--- src/rtl/sobel_pkg.sv ---
package sobel_pkg;
    localparam int ACC_W = 12;
    typedef logic [7:0] luma_t;
    typedef logic signed [ACC_W-1:0] acc_t;
    typedef enum logic {ST_PRIME = 1'b0, ST_RUN = 1'b1} sobel_state_e;

    // horizontal-gradient coefficient for window row r, column c
    function automatic int coef_x(input int r, input int c);
        return (r - 1) * ((c == 1) ? 2 : 1);
    endfunction

    // vertical-gradient coefficient for window row r, column c
    function automatic int coef_y(input int r, input int c);
        return (c - 1) * ((r == 1) ? 2 : 1);
    endfunction
endpackage

--- src/rtl/sobel_luma.sv ---
module sobel_luma
    import sobel_pkg::*;
(
    input  logic [23:0] pix,
    output luma_t       y
);
    logic [10:0] weighted;

    always_comb begin
        weighted = {2'b00, pix[7:0], 1'b0}
                 + {3'b000, pix[23:16]}
                 + {3'b000, pix[15:8]}
                 + {2'b00, pix[15:8], 1'b0};
        y = weighted[10:3];
    end
endmodule

--- src/rtl/sobel_window_buf.sv ---
module sobel_window_buf
    import sobel_pkg::*;
#(
    parameter int IMG_COLS = 64
) (
    input  logic        clk,
    input  logic        rst_n,
    input  logic        shift_en,
    input  luma_t       din,
    output logic [71:0] taps_flat
);
    localparam int BUF_LEN = 2 * IMG_COLS + 3;

    luma_t line_q [BUF_LEN];

    always_ff @(posedge clk or negedge rst_n) begin
        if (!rst_n) begin
            for (int i = 0; i < BUF_LEN; i++) line_q[i] <= '0;
        end else if (shift_en) begin
            line_q[0] <= din;
            for (int i = 1; i < BUF_LEN; i++) line_q[i] <= line_q[i-1];
        end
    end

    // taps view the buffer as it stands after the current shift
    for (genvar r = 0; r < 3; r++) begin : g_row
        for (genvar c = 0; c < 3; c++) begin : g_col
            localparam int IDX = r * IMG_COLS + c;
            if (IDX == 0) begin : g_new
                assign taps_flat[(r*3+c)*8 +: 8] = din;
            end else begin : g_old
                assign taps_flat[(r*3+c)*8 +: 8] = line_q[IDX-1];
            end
        end
    end

    // a frozen cycle leaves the buffer untouched
    assert_stall_hold_R8: assert property (@(posedge clk) disable iff (!rst_n)
        !shift_en |=> ($stable(line_q[0]) && $stable(line_q[BUF_LEN-1])));
endmodule

--- src/rtl/sobel_kernel_acc.sv ---
module sobel_kernel_acc
    import sobel_pkg::*;
(
    input  logic        clk,
    input  logic        rst_n,
    input  logic        load_en,
    input  logic [71:0] taps_flat,
    output acc_t        gx,
    output acc_t        gy
);
    int   sum_x;
    int   sum_y;

    always_comb begin
        sum_x = 0;
        sum_y = 0;
        for (int r = 0; r < 3; r++) begin
            for (int c = 0; c < 3; c++) begin
                sum_x += coef_x(r, c) * int'(taps_flat[(r*3+c)*8 +: 8]);
                sum_y += coef_y(r, c) * int'(taps_flat[(r*3+c)*8 +: 8]);
            end
        end
    end

    always_ff @(posedge clk or negedge rst_n) begin
        if (!rst_n) begin
            gx <= '0;
            gy <= '0;
        end else if (load_en) begin
            gx <= acc_t'(sum_x);
            gy <= acc_t'(sum_y);
        end
    end

    // gradients stay within the range a 3x3 window of 8-bit values allows
    assert_grad_range_R4: assert property (@(posedge clk) disable iff (!rst_n)
        (gx <= 12'sd1020) && (gx >= -12'sd1020) && (gy <= 12'sd1020) && (gy >= -12'sd1020));
endmodule

--- src/rtl/sobel_mag_clamp.sv ---
module sobel_mag_clamp
    import sobel_pkg::*;
(
    input  acc_t        gx,
    input  acc_t        gy,
    output logic [7:0]  mag
);
    logic [ACC_W-1:0] abs_x;
    logic [ACC_W-1:0] abs_y;
    logic [ACC_W:0]   total;

    always_comb begin
        abs_x = gx[ACC_W-1] ? ACC_W'(-gx) : ACC_W'(gx);
        abs_y = gy[ACC_W-1] ? ACC_W'(-gy) : ACC_W'(gy);
        total = {1'b0, abs_x} + {1'b0, abs_y};
        mag   = (|total[ACC_W:8]) ? 8'hFF : total[7:0];
    end
endmodule

--- src/rtl/sobel_stream_edge.sv ---
module sobel_stream_edge
    import sobel_pkg::*;
#(
    parameter int IMG_COLS = 64
) (
    input  logic        clk,
    input  logic        rst_n,
    input  logic        in_valid,
    input  logic [23:0] in_pixel,
    output logic        in_ready,
    output logic        out_valid,
    output logic [7:0]  out_mag
);
    localparam int PRIME_LEN = 2 * IMG_COLS + 3;
    localparam int CNT_W     = $clog2(PRIME_LEN + 1);

    sobel_state_e     state_q, state_d;
    logic [CNT_W-1:0] prime_cnt;
    logic             fire;
    logic             shift_en;
    luma_t            luma_y;
    luma_t            buf_din;
    logic [71:0]      taps_flat;
    acc_t             gx, gy;

    // next-state logic
    always_comb begin
        state_d = state_q;
        unique case (state_q)
            ST_PRIME: if (prime_cnt == CNT_W'(PRIME_LEN - 1)) state_d = ST_RUN;
            ST_RUN:   state_d = ST_RUN;
        endcase
    end

    // state register and priming counter
    always_ff @(posedge clk or negedge rst_n) begin
        if (!rst_n) begin
            state_q   <= ST_PRIME;
            prime_cnt <= '0;
        end else begin
            state_q <= state_d;
            if (state_q == ST_PRIME) prime_cnt <= prime_cnt + 1'b1;
        end
    end

    // outputs
    always_comb begin
        in_ready = 1'b0;
        shift_en = 1'b0;
        buf_din  = '0;
        unique case (state_q)
            ST_PRIME: begin
                shift_en = 1'b1;
            end
            ST_RUN: begin
                in_ready = 1'b1;
                shift_en = in_valid;
                buf_din  = luma_y;
            end
        endcase
    end

    assign fire = in_valid && in_ready;

    always_ff @(posedge clk or negedge rst_n) begin
        if (!rst_n) out_valid <= 1'b0;
        else        out_valid <= fire;
    end

    sobel_luma u_luma (
        .pix (in_pixel),
        .y   (luma_y)
    );

    sobel_window_buf #(.IMG_COLS(IMG_COLS)) u_buf (
        .clk       (clk),
        .rst_n     (rst_n),
        .shift_en  (shift_en),
        .din       (buf_din),
        .taps_flat (taps_flat)
    );

    sobel_kernel_acc u_acc (
        .clk       (clk),
        .rst_n     (rst_n),
        .load_en   (fire),
        .taps_flat (taps_flat),
        .gx        (gx),
        .gy        (gy)
    );

    sobel_mag_clamp u_mag (
        .gx  (gx),
        .gy  (gy),
        .mag (out_mag)
    );

    // priming ends only after the full count
    assert_prime_len_R6: assert property (@(posedge clk) disable iff (!rst_n)
        $rose(in_ready) |-> ($past(prime_cnt) == CNT_W'(PRIME_LEN - 1)));
    // no result leaves while priming
    assert_no_out_prime_R6: assert property (@(posedge clk) disable iff (!rst_n)
        (state_q == ST_PRIME) |-> !out_valid);
    // every output follows a cycle with valid input
    assert_out_follows_in_R7: assert property (@(posedge clk) disable iff (!rst_n)
        out_valid |-> $past(in_valid));
    // an idle input cycle yields no output next
    assert_idle_no_out_R8: assert property (@(posedge clk) disable iff (!rst_n)
        !in_valid |=> !out_valid);
    // zero gradients give a zero magnitude
    assert_zero_grad_R4: assert property (@(posedge clk) disable iff (!rst_n)
        (out_valid && gx == '0 && gy == '0) |-> (out_mag == 8'd0));
endmodule

--- config.mk ---
export PLATFORM = sky130hd
export DESIGN_NAME = sobel_stream_edge
export DESIGN_NICKNAME = d
export VERILOG_FILES = /design/src/rtl/sobel_pkg.sv /design/src/rtl/sobel_luma.sv /design/src/rtl/sobel_window_buf.sv /design/src/rtl/sobel_kernel_acc.sv /design/src/rtl/sobel_mag_clamp.sv /design/src/rtl/sobel_stream_edge.sv
export SDC_FILE = /design/constraint.sdc
export NUM_CORES = 2
export LEC_CHECK = 0
export CELL_PAD_IN_SITES_DETAIL_PLACEMENT = 0
export CELL_PAD_IN_SITES_GLOBAL_PLACEMENT = 1
export CORE_AREA = 2 2 426 428
export CTS_CLUSTER_SIZE = 24
export DETAILED_ROUTE_END_ITERATION = 6
export DIE_AREA = 0 0 428 430
export DONT_BUFFER_PORTS = 1
export GPL_TIMING_DRIVEN = 0
export MAX_ROUTING_LAYER = met4
export PLACE_DENSITY = 0.51
export SYNTH_ARGS = -nofsm -noshare
export SYNTH_HDL_FRONTEND = slang
export SYNTH_SLANG_ARGS = --single-unit
--- constraint.sdc ---
create_clock -name clk -period 5.2 [get_ports clk]
set_input_delay 0.26 -clock clk [delete_from_list [all_inputs] [get_ports clk]]
set_output_delay 0.26 -clock clk [all_outputs]
set_load 0.02 [all_outputs]
==> impl_metrics.tcl <==
set metrics [dict create \
    nFillCells 19100 \
    crit_start "in_pixel[1]" \
    cts_tree "yes" \
    cts_root_buffer "clkbuf_16" \
    drtIter0Drc 2048 \
    peakVddDrop_mv 0.236 \
    grt_pass1_wl_um 166000 \
    gp_congestion 0.755 \
    avgViaCountPerCell 4.01 \
    clock_latency_ns 0.73 \
    cp.required_ns 5.79 \
    grt_max_degree 1075 \
    grt_pass1_vias 31500 \
    worst_slack_ns -1.03 \
    synth_area_leaders "dfrtp_1 (60%), nand2_1 (26%), fa_1 (3.2%), ha_1 (2.0%), clkbuf_1 (2.0%)" \
    cts.sinks 1074 \
    outcome "complete, but fails checks" \
    wl_met1_um 50100 \
    syn_nets 5215 \
    swShare 0.220 \
    setup_viol 13 \
    synth_edf_count 0 \
    endpoint "u_acc.gx[11]" \
    seqPwrFrac 0.456 \
    p_sw_uw 4050 \
    gr-total-overflow 0 \
    start_util 0.248 \
    critPathTopFamily "adder cells" \
    ys_ff_latch 1074 \
    final_cell_mix "nand2_1 (3086), dfrtp_1 (1074), clkbuf_1 (269)" \
    grtUsageTotal 0.111 \
    yosysUniqueCellTypes 64 \
    firstDrtPassIters 5 \
    drive_gt1_frac 0.0699 \
    hold_violations 0 \
    ys_warn_count 0 \
    seq_area_frac_synth 0.602 \
    slowest_stage "fa_1" \
    post-place-ws_ns -2.34 \
    slowest_delay_ns 0.56 \
    power.density_nw_per_um2 345 \
    cp_max_fo 5 \
    slew_headroom 0.215 \
    antenna_found_initial 2 \
    ant_nets 0 \
    worstSetupPathType "in2reg" \
    worstSetupPathDepth 29 \
    violations "negative setup slack" \
    die_area_um2 184000 \
    wl_per_cell_um 12.6 \
    critPathArrivalTime_ns 6.82 \
    p_int_uw 14300 \
    fp.dieW_um 428 \
    async_flop_share 1.00 \
    fin_cells 7693 \
    ff2ff_setup_slack_ns -0.36 \
    layout_commonest_cell "nand2_1" \
    power_frac_clock 0.509 \
    fmax_ghz 0.161 \
    met2WireLength_um 41100 \
    synthCells 5044 \
    highest_layer "met4" \
    routed_wirelength_um 96600 \
    rows 156 \
    slew_violations 0 \
    vias 30900 \
    synth_area_per_cell_um2 8.85 \
    tightest_slew_ns 1.18 \
    power_frac_comb 0.035 \
    endpoint_kind "flip-flop" \
    timing.rr.end "u_acc.gy[11]" \
    min_period_ns 6.23 \
    reg2regPathDepth 20 \
    ys.flop_type "dfrtp_1" \
    rsz0062_at_grt "yes" \
    die_y_um 430 \
    area_delta_synth_final_pct 19.5 \
    crit_buf_inv 3 \
    cts.clk_slew.worst_paths_ns 0.06 \
    clock_path_buffers 3 \
    startpoint_type "input port" \
    core_area_um2 180000 \
    post-dp-hpwl_um 60800 \
    fin_nets 5388 \
    r2r_start "state_q" \
    cts-buffers-inserted 132 \
    synth_top_area_cell "dfrtp_1" \
    fin_skew_ns 0.0249 \
    p_leak_uw 0.0289 \
    ios 37 \
    numPortBuffers 0 \
    met3WireLength_um 2970 \
    min_path_type "in2async" \
    yosysTopAreaCellShare 0.602 \
    post-route-period-util 1.20 \
    syn_area_um2 44600 \
    drc_errors 0 \
    place_inst 7414 \
    maxCapViolations 0 \
    htree_levels 4 \
]
cells in the mapped netlist, drive strengths merged (2+ instances only):
cell type	number
or2	4
a21boi	5
o21a	3
and3	2
or2b	2
a21o	9
nand4b	5
a211oi	7
fa	71
nor4b	3
nor4	7
clkbuf	235
nand3	16
or3	8
nand2	3087
mux2i	3
o41ai	3
nand4	4
a21oi	19
xor2	27
xnor2	43
nand2b	8
nor2	26
a32oi	2
o2111ai	2
or4	5
mux2	3
a221oi	2
a31oi	2
o21ai	78
o31ai	9
buf	6
ha	73
dfrtp	1074
nor2b	10
nor3b	4
inv	151
nor3	11
power groups by stage:
stage          Sequential [uW]  Clock [uW]  Combinational [uW]
4_1_cts                   8380        9790                 401
2_1_floorplan             8530           0                 286
6_report                  8380        9350                 650
3_5_place_dp              8530           0                 348
5_1_grt                   8380       10100                 729
3_3_place_gp              8530           0                 344
worst min-delay path by stage:
stage | slack [ns] | to | startpoint
CTS | -0.73 | u_buf.line_q[665] | rst_n
floorplan | -0.04 | out_valid | rst_n
global route | 0.21 | u_buf.line_q[684] | rst_n
finish | 0.14 | u_buf.line_q[684] | rst_n
global placement | 0.1 | u_buf.line_q[681] | rst_n
detailed placement | 0.08 | u_buf.line_q[685] | rst_n
cells by family after synthesis:
kind of cell	Yosys count	synth area share
simple gates	3208	0.276
flops	1074	0.602
buf+inv	392	0.0334
compound gates	150	0.0206
fa+ha+maj	144	0.0523
xor+xnor	70	0.0137
mux	6	0.00143
through the flow:
step                      hold WS [ns]   util  total power, uW  area (um^2)  setup TNS [ns]
after floorplan                -0.0356      -             8820        45000          -10.77
after global placement          0.0972  0.267             8880        47900          -24.37
after detailed placement        0.0824  0.267             8880        48000          -24.34
after CTS                       -0.735  0.294            18600        52800           -3.90
after global routing             0.209  0.296            19200        53300           -8.56
final                            0.141  0.296            18400        53300           -5.32
routing by layer:
metal | vias up | global-route usage
li1 | 15700 | -
met1 | 14700 | 0.155
met2 | 271 | 0.161
met3 | 159 | 0.0209
met4 | 0 | 0.0360
met5 | - | -
final cells by class:
class                      count  area, um^2  share of cell area
sequential                  1074       26900               0.504
multi-input combinational   3578       17000               0.319
clock buffer                 205        4020              0.0754
tap                         2370        2970              0.0556
buffer                       241         926              0.0174
inverter                     151         572              0.0107
timing repair buffer          39         465             0.00873
clock inverter                34         453             0.00850
antenna                        1        2.50           0.0000470
sequential cells by signal, summed over array words and instances (netlist names):
register         flops
u_acc.gx            12
u_acc.gy            12
u_buf.taps_flat     64
state_q              1
out_valid            1
prime_cnt            8
u_buf.line_q       976
timing repair:
item | CTS | global route
hold endpoints to repair | 1077 | 487
hold buffers | 1 | 2
pin swaps | 22 | 40
buffers inserted | 18 | 14
resized for setup | 50 | 46
setup endpoints to repair | 14 | 14
No activity file was read; power rests on OpenSTA's default activity.
